--- config.mk ---
export PLATFORM = sky130hd
export DESIGN_NAME = exu_result_stage
export DESIGN_NICKNAME = d
export VERILOG_FILES = /design/src/rtl/ers_pkg.sv /design/src/rtl/ers_addr_capture.sv /design/src/rtl/ers_result_pipe.sv /design/src/rtl/ers_writeback.sv /design/src/rtl/exu_result_stage.sv
export SDC_FILE = /design/constraint.sdc
export NUM_CORES = 1
export LEC_CHECK = 0
export BUFFER_PORTS_ARGS = -buffer_cell sky130_fd_sc_hd__buf_4
export CORE_MARGIN = 4
export CORE_UTILIZATION = 52
export DETAILED_ROUTE_END_ITERATION = 16
export PLACE_DENSITY_LB_ADDON = 0.12
export SYNTH_ARGS = -nofsm -noshare
export SYNTH_HDL_FRONTEND = slang
export SYNTH_SLANG_ARGS = --single-unit
--- constraint.sdc ---
create_clock -name clk -period 1.7 [get_ports clk]
set_input_delay 0.085 -clock clk [delete_from_list [all_inputs] [get_ports clk]]
set_output_delay 0.085 -clock clk [all_outputs]
set_load 0.1 [all_outputs]
--- src/rtl/ers_pkg.sv ---
`timescale 1ns/1ps
package ers_pkg;

    typedef enum logic {
        PH_A = 1'b0,
        PH_B = 1'b1
    } phase_e;

    function automatic logic in_window(input int unsigned addr,
                                       input int unsigned base,
                                       input int unsigned count);
        return (addr >= base) && (addr < base + count);
    endfunction

endpackage

--- src/rtl/ers_addr_capture.sv ---
`timescale 1ns/1ps
module ers_addr_capture
    import ers_pkg::*;
#(
    parameter int unsigned ADDR_W = 7
) (
    input  logic                  clk,
    input  logic                  rst_n,
    input  phase_e                phase,
    input  logic [2*ADDR_W-1:0]   bus,
    input  logic                  ab_vld,
    input  logic                  c_vld,
    output logic [ADDR_W-1:0]     src_a,
    output logic [ADDR_W-1:0]     src_b,
    output logic [ADDR_W-1:0]     c_addr
);

    typedef struct packed {
        logic [ADDR_W-1:0] src_a;
        logic [ADDR_W-1:0] src_b;
        logic [ADDR_W-1:0] c_addr;
    } addr_t;

    addr_t st_d, st_q;

    logic [ADDR_W-1:0] lo_field;
    logic [ADDR_W-1:0] hi_field;

    assign lo_field = bus[ADDR_W-1:0];
    assign hi_field = bus[2*ADDR_W-1:ADDR_W];

    always_comb begin
        st_d = st_q;
        if (phase == PH_B) begin
            if (ab_vld) begin
                st_d.src_a = lo_field;
                st_d.src_b = hi_field;
            end
            if (c_vld) begin
                st_d.c_addr = lo_field;
            end
        end
    end

    always_ff @(posedge clk or negedge rst_n) begin
        if (!rst_n) begin
            st_q <= '0;
        end else begin
            st_q <= st_d;
        end
    end

    assign src_a  = st_q.src_a;
    assign src_b  = st_q.src_b;
    assign c_addr = st_q.c_addr;

endmodule

--- src/rtl/ers_result_pipe.sv ---
`timescale 1ns/1ps
module ers_result_pipe
    import ers_pkg::*;
#(
    parameter int unsigned DATA_W = 32
) (
    input  logic              clk,
    input  logic              rst_n,
    input  phase_e            phase,
    input  logic [DATA_W-1:0] alu_res,
    input  logic [DATA_W-1:0] store_op,
    input  logic              sel_r3a,
    input  logic              sel_s3a,
    input  logic              sel_r3b,
    input  logic [DATA_W-1:0] cache_rdata,
    output logic [DATA_W-1:0] result2b,
    output logic [DATA_W-1:0] result3a,
    output logic [DATA_W-1:0] store3a,
    output logic [DATA_W-1:0] result3b
);

    typedef struct packed {
        logic [DATA_W-1:0] r2b;
        logic [DATA_W-1:0] s2b;
        logic [DATA_W-1:0] r3a;
        logic [DATA_W-1:0] s3a;
        logic [DATA_W-1:0] r3b;
    } pipe_t;

    pipe_t st_d, st_q;

    // Candidate sources, named for readability of the replay paths
    logic [DATA_W-1:0] r3a_src;
    logic [DATA_W-1:0] s3a_src;
    logic [DATA_W-1:0] r3b_src;

    always_comb begin
        r3a_src = sel_r3a ? st_q.r3b : st_q.r2b;
        s3a_src = sel_s3a ? st_q.r3b : st_q.s2b;
        r3b_src = sel_r3b ? cache_rdata : st_q.r3a;
    end

    always_comb begin
        st_d = st_q;
        unique case (phase)
            PH_B: begin
                st_d.r2b = alu_res;
                st_d.s2b = store_op;
                st_d.r3b = r3b_src;
            end
            PH_A: begin
                st_d.r3a = r3a_src;
                st_d.s3a = s3a_src;
            end
            default: ;
        endcase
    end

    always_ff @(posedge clk or negedge rst_n) begin
        if (!rst_n) begin
            st_q <= '0;
        end else begin
            st_q <= st_d;
        end
    end

    assign result2b = st_q.r2b;
    assign result3a = st_q.r3a;
    assign store3a  = st_q.s3a;
    assign result3b = st_q.r3b;

endmodule

--- src/rtl/ers_writeback.sv ---
`timescale 1ns/1ps
module ers_writeback
    import ers_pkg::*;
#(
    parameter int unsigned DATA_W    = 32,
    parameter int unsigned ADDR_W    = 7,
    parameter int unsigned WIN_BASE  = 96,
    parameter int unsigned WIN_COUNT = 16
) (
    input  logic              clk,
    input  logic              rst_n,
    input  phase_e            phase,
    input  logic [DATA_W-1:0] result3b,
    input  logic [ADDR_W-1:0] c_addr,
    output logic [DATA_W-1:0] creg,
    output logic [DATA_W-1:0] wb_data,
    output logic              wb_vld
);

    typedef struct packed {
        logic [DATA_W-1:0] creg;
        logic [DATA_W-1:0] wb_data;
        logic              wb_vld;
    } wb_t;

    wb_t  st_d, st_q;
    logic hit;

    generate
        if (WIN_COUNT == 0) begin : g_no_window
            assign hit = 1'b0;
        end else begin : g_window
            assign hit = in_window(32'(c_addr), WIN_BASE, WIN_COUNT);
        end
    endgenerate

    always_comb begin
        st_d        = st_q;
        st_d.wb_vld = 1'b0;
        if (phase == PH_A) begin
            st_d.creg = result3b;
            if (hit) begin
                st_d.wb_data = result3b;
                st_d.wb_vld  = 1'b1;
            end
        end
    end

    always_ff @(posedge clk or negedge rst_n) begin
        if (!rst_n) begin
            st_q <= '0;
        end else begin
            st_q <= st_d;
        end
    end

    assign creg    = st_q.creg;
    assign wb_data = st_q.wb_data;
    assign wb_vld  = st_q.wb_vld;

endmodule

--- src/rtl/exu_result_stage.sv ---
`timescale 1ns/1ps
module exu_result_stage
    import ers_pkg::*;
#(
    parameter int unsigned DATA_W    = 32,
    parameter int unsigned ADDR_W    = 7,
    parameter int unsigned WIN_BASE  = 96,
    parameter int unsigned WIN_COUNT = 16
) (
    input  logic                clk,
    input  logic                rst_n,
    input  logic                phase_b_i,
    input  logic [DATA_W-1:0]   alu_res_i,
    input  logic [DATA_W-1:0]   store_op_i,
    input  logic                sel_r3a_i,
    input  logic                sel_s3a_i,
    input  logic                sel_r3b_i,
    input  logic [DATA_W-1:0]   cache_rdata_i,
    input  logic [2*ADDR_W-1:0] kbus_i,
    input  logic                kbus_ab_vld_i,
    input  logic                kbus_c_vld_i,
    output logic [DATA_W-1:0]   result2b_o,
    output logic [DATA_W-1:0]   result3a_o,
    output logic [DATA_W-1:0]   store3a_o,
    output logic [DATA_W-1:0]   result3b_o,
    output logic [DATA_W-1:0]   creg_o,
    output logic [ADDR_W-1:0]   src_a_o,
    output logic [ADDR_W-1:0]   src_b_o,
    output logic [ADDR_W-1:0]   c_addr_o,
    output logic [DATA_W-1:0]   wb_data_o,
    output logic                wb_vld_o
);

    phase_e phase;
    assign phase = phase_e'(phase_b_i);

    ers_addr_capture #(
        .ADDR_W (ADDR_W)
    ) u_addr (
        .clk    (clk),
        .rst_n  (rst_n),
        .phase  (phase),
        .bus    (kbus_i),
        .ab_vld (kbus_ab_vld_i),
        .c_vld  (kbus_c_vld_i),
        .src_a  (src_a_o),
        .src_b  (src_b_o),
        .c_addr (c_addr_o)
    );

    ers_result_pipe #(
        .DATA_W (DATA_W)
    ) u_pipe (
        .clk         (clk),
        .rst_n       (rst_n),
        .phase       (phase),
        .alu_res     (alu_res_i),
        .store_op    (store_op_i),
        .sel_r3a     (sel_r3a_i),
        .sel_s3a     (sel_s3a_i),
        .sel_r3b     (sel_r3b_i),
        .cache_rdata (cache_rdata_i),
        .result2b    (result2b_o),
        .result3a    (result3a_o),
        .store3a     (store3a_o),
        .result3b    (result3b_o)
    );

    ers_writeback #(
        .DATA_W    (DATA_W),
        .ADDR_W    (ADDR_W),
        .WIN_BASE  (WIN_BASE),
        .WIN_COUNT (WIN_COUNT)
    ) u_wb (
        .clk      (clk),
        .rst_n    (rst_n),
        .phase    (phase),
        .result3b (result3b_o),
        .c_addr   (c_addr_o),
        .creg     (creg_o),
        .wb_data  (wb_data_o),
        .wb_vld   (wb_vld_o)
    );

endmodule

After elaboration in Yosys (flattened, before gate mapping)
Index checks and enable logic that the tools add are counted.
Cells by class
  order comparisons: 2
  mux-type cells: 5
  bitwise gates (word level): 1
  reduce and logical (&&, ||, !) cells: 4
Operators with widths (number)
  32-bit two-way mux: 3
  7-bit greater-or-equal comparator (second input constant): 1
  7-bit less-than comparator (second input constant): 1
  2-bit AND reduction: 3
  1-bit two-way mux: 2
  1-bit logical AND: 1
  1-bit inverter: 1
Word-level totals
  bits in registers: 246
  input bits: 118
  output and inout bits: 214

Logic depth before layout (Yosys ltp)
Gate-level depths: netlist of the first run.
  depth in word-level cells: 4
  mapped depth: 5

Modules after synthesis
From an unflattened synthesis of the first run, not the netlist that was laid out.
Second synthesis, totals
  cell total of the unflattened synthesis: 863
  area, all modules: 11359.6 sq um
By module, submodules not included
  ers_result_pipe: times used 1, cells an instance 680, area each 7960.1 sq um, sequential area each 4003.8 sq um
  ers_writeback: times used 1, cells an instance 138, area each 2578.7 sq um, sequential area each 1626.6 sq um
  ers_addr_capture: times used 1, cells an instance 45, area each 820.8 sq um, sequential area each 525.5 sq um

Least setup slack after synthesis of the first run
No wires, ideal clock.
  kind: flip-flop to flip-flop
  start point: register u_addr.st_q, in the netlist u_addr.c_addr[6]
  end point: register u_wb.st_q, in the netlist u_wb.wb_data[10]
  library setup time: 0.126 ns
  arrival: 1.806 ns
  required time: 1.574 ns
  slack: -0.233 ns
  stages on the path, launching flop included: 5
  buffers on the path: 2
  clock period less this slack: 1.933 ns
  path through: dfrtp_1 > and4bb_1 > buf_6 > buf_6 > mux2_4
Between the ends
  cells in the longest elaborated chain, start to end: 3
  elaborated cells between the ends (all ways): 4
  those cells by class: order compare (2); reduce/logical (2)
RTL lines
  start: declaration: RTL line ers_addr_capture.sv:24  | addr_t st_d, st_q;
  start signal: assignment: RTL line ers_addr_capture.sv:49  | st_q <= st_d;
  7-bit greater-or-equal comparator or 7-bit less-than comparator (tied branches): RTL line ers_pkg.sv:12  | return (addr >= base) && (addr < base + count);
  1-bit logical AND *: RTL line ers_pkg.sv:12
  2-bit AND reduction (no line) *
  end signal: assignment: RTL line ers_writeback.sv:53  | st_q <= st_d;
  end: declaration: RTL line ers_writeback.sv:26  | wb_t st_d, st_q;
Mark *: on every way between the ends. The rest lies on a longest branch, timed or not.
A chain may end at the register's enable or synchronous reset.

Worst setup path in the final report of the first run
  start point: register u_addr.st_q, in the netlist u_addr.c_addr[4]
  end point: register u_wb.st_q, in the netlist u_wb.wb_data[31]
Same word-level chain as after synthesis.

==> results summary, run 1 <==
The via count of the first global-routing pass is about 7800. In this run the worst hold path is classified as primary input to flip-flop. The signal arrival time at the worst endpoint came out at 1870 ps. Static timing analysis puts the maximum clock frequency at 676 MHz.

The post-synth net total came out at between 900 and 1000. The share of post-route cells with drive strength above 1 came out at 0.354. Walking the worst path, the cells encountered are and4bb_2, buf_12, mux2_1. The synthesized-area fraction occupied by ao, oa, aoi and oai cells came out at 0.0434. The detailed router finished its first iteration with roughly 350 violations. Setup violations remaining at the end of the flow were counted as 0.

The pin count of the biggest net entering global routing is 155. Data on the critical path is required at its endpoint by roughly 2100 ps. By area the synthesized netlist is led by dfrtp_1 (56%), mux2_1 (12%), buf_4 (8.8%). The flop and latch count out of synthesis is between 200 and 250.

Hold timing on the final database bottoms out at a slack of slightly above 50 ps. In this run the worst setup path terminates at u_wb.wb_data[31]. Measured against its own limit, the worst slew margin works out to 0.506. The netlist area before placement is between 10000 and 15000 sq um.

The proportion of synthesized chip area in sequential cells came out at 0.557. The global placement routability congestion came out at approximately 0.76. After synthesis, the largest family of logic cells by area is multiplexers.

The floorplan step set the die width to about 150 um. The total overflow left after global routing is 0. The die covers roughly 24000 sq um.

The area overhead of the layout relative to synthesis is 34.0%. The portion of netlist area occupied by mux cells is 0.248. The core region is 21000 sq um. The post-CTS setup-driven buffer insertion count came out at 0.

After detailed routing, the number of remaining DRC violations is 0. Counting flops with an async set or reset pin after synthesis yields a share of 1.00. The standard-cell row count is 53. The run finished with clean final reports. The count of max-cap constraint violations is 0. Of the total synthesized cell area, the portion taken by XOR and XNOR cells is 0.

The critical path in this run is classified as flip-flop to flip-flop. TritonCTS built the clock tree. The worst setup path is launched from a flip-flop. The global-route total usage across every layer came out at 0.224. Yosys mapped the design onto 15 distinct sky130hd cell types. The detailed router placed approximately 7400 vias in this run. The maximum ir drop on the vdd rail is roughly 1.0 mV. The worst register-to-register path ends at u_wb.wb_data[31]. The most used flip-flop cell after synthesis is dfrtp_1. The clock-pin slew reported for the worst setup and hold paths after clock tree synthesis is ~60 ps.

In the finished design, the share of the clock period the worst path needs comes to 0.870. The maximum fanout along the worst path is 33. The max-slew violation total from the final report came to 0. The maximum cell stage delay along the critical path is ~400 ps.

In this run, synthesis inferred 0 flip-flops with an integrated enable. Summed over all nets, the half-perimeter wirelength after detailed placement is about 18000 um. The slowest stage of the critical path belongs to the cell dfrtp_2. The count of pins on the block boundary came out at 332. The cell count of the worst reg-to-reg path came out at 3. The aggregate negative setup slack is 0 ps. The initial antenna violation count was 0. Using the TritonRoute via totals, the vias-per-cell ratio works out to 5.00. The detailed-route wire length is about 27000 um. The detail-routed net length per standard cell came out at around 18 um.

The instance area at placement is around 13000 sq um. The hold violation count in the final report came out at 0. The deepest level of the CTS H-tree came out at 1. The kind of capture point of the worst setup path is a flip-flop. The first global-routing pass estimated around 43000 um of wire.

The static power due to leakage came out at 7.06 nW. The number of gates resized after CTS is 0. Buffers placed on the I/O ports in this run total approximately 330.

The number of nets in the final layout is around 1300. The synthesized netlist cell count came out at between 800 and 900. The start of the worst register-to-register path is u_addr.c_addr[4]. The biggest area contributor in the post-synthesis netlist is dfrtp_1. The actual transition at the worst max-transition pin is ~740 ps. The deepest clock path buffer count came out at 3. The library cell with the highest instance count after synthesis is dfrtp_1. The share of synthesized area in the top cell type comes to 0.557. The number of clock sinks came out at 246.

After detailed placement, the design holds a cell count of 1310. The root buffer cell chosen for the clock tree is clkbuf_16. The fraction of the mapped netlist area in adder cells is 0.

The iteration count of the initial detailed-routing pass is 4. The initial standard-cell utilization of the core is 0.528. The internal reg-to-reg setup slack is between 200 and 250 ps.

For this run, the number of standard cells in the final layout without fillers is approximately 1500. Tracing the worst setup path back leads to its startpoint at u_addr.c_addr[4]. Setup repair after global routing left no endpoint under its margin. TritonCTS created 26 clock buffers. The number of inserted diodes is 0. The clock latency reported for the late side of the worst-skew pair is about 510 ps. The floorplan die height came out at 154 um.

The fraction of the mapped netlist area in simple logic gates came out at 0.0353. In this run the power density over the cells is between 1500 and 2000 nW/um^2. The clock period minus worst slack is between 1000 and 1500 ps. The commonest cells after synthesis are dfrtp_1 (246), buf_4 (130), mux2_1 (120).

The mean instance size in the synthesized netlist came out at 12.8 sq um. The number of buffers inserted by hold repair at cts is roughly 120. The number of routed nets with antenna violations is 0.

The Yosys step of the flow raised 0 warnings. For the final database, setup skew stands at 13.8 ps. The finished cells cover approximately 15000 sq um.
==> layer usage <==
metal  vias to the layer above  global-route usage  part of all wire
met5                         -                   0                 0
met4                         0              0.0492             0.017
met3                        35              0.0515             0.071
met2                       247               0.375              0.49
met1                      3631               0.302              0.42
li1                       3451                   -                 -
==> registers in the layout, indices dropped and copies added, names as in the netlist <==
signal and cells:
u_wb.wb_vld 1, u_pipe.st_q 32, u_addr.src_b 7, u_pipe.result3b 32
u_pipe.result3a 32, u_addr.c_addr 7, u_addr.src_a 7, u_wb.wb_data 32
u_pipe.result2b 32, u_wb.creg 32, u_pipe.store3a 32
==> through the flow <==
stage | util | power [mW] | worst slack [ps]
floorplan | - | 17.2 | 45.9
global placement | 0.613 | 19.2 | 228
detailed placement | 0.613 | 19.3 | 213
CTS | 0.707 | 25.0 | 203
global route | 0.707 | 25.7 | 156
finish | 0.707 | 24.8 | 220
==> worst min-delay path by stage <==
| stage | cells past startpoint | to | start | slack, ps |
|---|---|---|---|---|
| finish | 3 | u_pipe.result3a[28] | sel_r3a_i | 50 |
| global route | 3 | u_pipe.result3a[1] | sel_r3a_i | 40 |
| CTS | 3 | u_pipe.result3a[28] | sel_r3a_i | 40 |
| detailed placement | 1 | u_pipe.result3b[23] | rst_n | 80 |
| global placement | 1 | u_wb.creg[24] | rst_n | 70 |
| floorplan | 0 | u_addr.c_addr[0] | rst_n | -210 |
==> layout by cell type (no fill, tap or decap) <==
cell           count
dfrtp_1          243
o21ai_1           64
clkinv_2           6
clkbuf_1           6
clkbuf_8           6
a21oi_1           32
buf_4            340
buf_8              2
and4bb_2           1
nand2_2            1
mux2_1           120
dlygate4sd3_1    116
nand2_4            1
dfrtp_2            3
nor2_1            32
clkinvlp_4         1
nand2_1           64
mux2_4            29
clkbuf_16         27
buf_12             7
mux2i_1           96
==> worst max-delay path, delay by kind of cell, from the launching register on <==
family / cells / cell delay, ps
DFF: 1 / 400
buffers and inverters: 1 / 270
muxes: 1 / 350
and+or+nand+nor: 1 / 330
==> final cells by class <==
class                           count  area, sq um
Fill cell                        1508         6130
Clock buffer                       39          781
Tap cell                          275          344
Multi-Input combinational cell    440         3620
Clock inverter                      7         37.5
Timing Repair Buffer              465         3880
Sequential cell                   246         6160
==> logic make-up (layout without fill, tap and decap cells) <==
family,count (synthesis),in the layout
AOI/OAI and AO/OA,96,96
buffers and inverters,177,511
DFF,246,246
muxes,245,245
and+or+nand+nor,99,99
==> power by group <==
group	switching, mW	total (mW)	internal [mW]	leakage, nW
sequential	0.831	7.78	6.94	2.88
combinational	8.96	11.6	2.65	3.77
clock	2.25	5.40	3.16	0.407
Power figures use the tool's default switching activity.
==> inputs of run 2 (changes only) <==
--- a/config.mk
+++ b/config.mk
@@ -10,6 +10,8 @@
 export CORE_UTILIZATION = 52
 export DETAILED_ROUTE_END_ITERATION = 16
 export PLACE_DENSITY_LB_ADDON = 0.12
+export RECOVER_POWER = 25
+export SLEW_MARGIN = 0
 export SYNTH_ARGS = -nofsm -noshare
 export SYNTH_HDL_FRONTEND = slang
 export SYNTH_SLANG_ARGS = --single-unit
==> run 2 against run 1 <==
Against the previous run: the run now ends with max-capacitance violations, max-slew violations left; final cell count did not move; fmax barely moved; critical path type unchanged; utilization fell by 0.23 points; non-clock buffer count did not move; flip-flop and latch count did not move; clock power barely moved; largest power group unchanged; count of clock-buffer cells in the layout did not move; sequential share of layout area rose by 0.13 points; hold slack improved by 2.5 ps; cell area fell by 0.32%; largest cell class unchanged; first-iteration DRC count rose by 1.4%.
==> results summary, run 2 (synthesis gave the netlist of run 1 again) <==
The iteration count of the initial detailed-routing pass is 4. The via count of the first global-routing pass came to 7754. The detailed-route wire length came out at between 20000 and 30000 um. The critical path in this run is classified as flip-flop to flip-flop.

The relative contribution of the clock network to total power is 0.218. The floorplan die height is around 150 um. In this run, post-CTS repair resized a total of 0 instances. The standard-cell row count came out at 53. Counting instances, the worst hold path has a depth of 3. The initial antenna violation count came out at 0. The nature of the critical path startpoint is a flip-flop.

The count of max-cap constraint violations came out at 1. The cell sitting at the root of the clock tree is a clkbuf_16. The iteration-0 DRC count of the detailed router is roughly 350. The number of clock buffers inserted by TritonCTS came out at 26. The total half-perimeter wirelength after legalization and detailed placement came out at 17900 um. The area of the core came out at roughly 21000 sq um. Setup repair after global routing left no endpoint under its margin. Setup violations remaining at the end of the flow were counted as 0.

The top cell types in the final layout, fill and taps aside, are buf_4 (336), dfrtp_1 (243), mux2_1 (120). The post-route fraction of the period consumed by the critical path came out at 0.871. After detailed routing, the number of remaining DRC violations is 0. The aggregate negative setup slack is 0 ps. The checks that failed: max-capacitance violations, max-slew violations. The internal reg-to-reg setup slack is approximately 220 ps. The internal power component is 12.7 mW.

The number of nets in the final layout is between 1000 and 1500. The clock period minus worst slack came out at 1480 ps. The initial standard-cell utilization of the core came out at 0.528. Headroom to the max-slew limit came out at -0.0751. The wire length of the first global-routing pass is approximately 43000 um. The per-cell via count in the routed design is 5.03. The maximum fanout along the worst path came out at 33. The final design instance area without fill is between 10000 and 15000 sq um.

Traced cell by cell, the critical path runs through and4bb_2, buf_12, mux2_1. The global-route total usage across every layer is 0.224. The instance area at placement is 12800 sq um. The clock latency reported for the late side of the worst-skew pair came out at about 510 ps. The pin count of the biggest net entering global routing is around 160. The overall die area came out at ~24000 sq um. The flow ran to the end, but the final reports show violations. STA puts the critical path data arrival time at between 1500 and 2000 ps. The number of clock sinks is around 250. The proportion of power drawn by flip-flops and latches came out at 0.314.

The power dissipated by switching net loads came out at 12.0 mW. The clock passes through at most 3 buffers. The sum of buffers and inverters on the critical path is 1. The clock-pin slew reported for the worst setup and hold paths after clock tree synthesis came out at 60 ps. The maximum clock rate is 675 MHz.

The launch instance of the worst min-delay path is sel_r3a_i. The highest-delay cell along the critical path is dfrtp_2. From synthesis to final layout, the design area changed by 33.6%. The port buffer count came out at around 330. In this run the critical register-to-register path is launched from u_addr.c_addr[4]. The path class of the lowest-slack min-delay path is primary input to flip-flop. The share of post-route cells with drive strength above 1 is 0.353.

The leading cell type in the layout, fill and taps excluded is buf_4. VDD sags by at most between 1 and 1.5 mV. In this design, the stage delay of the slowest critical-path cell is roughly 400 ps. In this run the critical register-to-register path is captured at u_wb.wb_data[31].

In this design, the largest share of critical-path delay is due to flip-flops. The global placement routability congestion came out at 0.762. The max-slew violation total from the final report came out at 155. The combinational share of power came out at 0.468. The hold violation count in the final report came out at 0. The number of inserted diodes came out at 0. The total grt overflow came out at 0.

The data required time at the worst endpoint is roughly 2100 ps. The deepest level of the CTS H-tree came out at 1. The die span in x came out at 154 um. The overall via count from detail_route is approximately 7400. The analysis attributes to cell leakage a power of approximately 7 nW. The switching share of total power is 0.486. Dividing total power by cell area gives a power density of around 1700 nW/um^2. For hold timing, the worst endpoint is u_pipe.result3a[28]. The actual transition at the worst max-transition pin is 1610 ps.

about 330 I/O pins were placed. In the final routed layout, each cell accounts on average for 18.3 um. The worst register-to-register path has a depth of 3. TritonCTS built the clock tree. The number of routed nets with antenna violations came out at 0.

Between clock sinks in the finished design, the worst skew comes to ~14 ps. STA classifies the critical path endpoint as a flip-flop.
[run 2: cell types whose count changed in the layout (fill, tap and decap cells not counted), sizes merged]
cell | before | now
buf | 349 | 342
clkbuf | 39 | 46
[run 2: per-stage QoR]
stage | power, mW | setup slack (ps) | cells | utilization | hold WS (ps)
4_1_cts | 25.0 | 203 | 1472 | 0.707 | 36.6
3_3_place_gp | 19.2 | 228 | 1310 | 0.613 | 69.9
3_5_place_dp | 19.3 | 213 | 1310 | 0.613 | 79.3
6_report | 24.8 | 219 | 1472 | 0.705 | 53.3
5_1_grt | 25.6 | 108 | 1472 | 0.705 | 44.3
2_1_floorplan | 17.2 | 45.9 | 863 | - | -211
[run 2: worst max-delay path by stage]
stage | from | to | slack [ps] | cells after the start
floorplan | u_addr.c_addr[4] | u_wb.wb_data[10] | 50 | 4
global placement | u_addr.c_addr[4] | u_wb.wb_data[31] | 230 | 3
detailed placement | u_addr.c_addr[4] | u_wb.wb_data[31] | 210 | 3
CTS | u_addr.c_addr[4] | u_wb.wb_data[31] | 200 | 3
global route | rst_n | u_wb.wb_data[31] | 110 | 3
finish | u_addr.c_addr[4] | u_wb.wb_data[31] | 220 | 3
[run 2: repair_timing]
action / CTS / global route
endpoints found under the hold margin: 298 / 0
buffers inserted: 0 / 0
hold buffers: 116 / 0
[run 2: layer usage]
| metal | vias up | track usage | part of all wire |
|---|---|---|---|
| li1 | 3455 | - | - |
| met1 | 3654 | 0.302 | 0.41 |
| met2 | 252 | 0.375 | 0.50 |
| met3 | 37 | 0.0515 | 0.072 |
| met4 | 0 | 0.0492 | 0.018 |
| met5 | - | 0 | 0 |
[run 2: area by class of cell]
| class | instances | area [sq um] |
|---|---|---|
| multi-input combinational | 440 | 3620 |
| fill | 1515 | 6180 |
| timing repair buffer | 465 | 3840 |
| clock inverter | 7 | 37.5 |
| tap | 275 | 344 |
| clock buffer | 39 | 781 |
| sequential | 246 | 6160 |
[run 2: power groups by stage]
stage          Clock [mW]  Combinational [mW]  Sequential (mW)
3_3_place_gp            0                11.3             7.83
5_1_grt              5.78                11.9             7.93
2_1_floorplan           0                5.14             12.1
6_report             5.39                11.6             7.77
3_5_place_dp            0                11.4             7.86
4_1_cts              5.52                11.7             7.77
[run 2: worst reg2reg max path: cells and delay by family, from the launching register on]
family | cells | cell delay (ps)
flip-flops | 1 | 400
AND/OR/NAND/NOR | 1 | 330
buffers and inverters | 1 | 270
multiplexers | 1 | 370
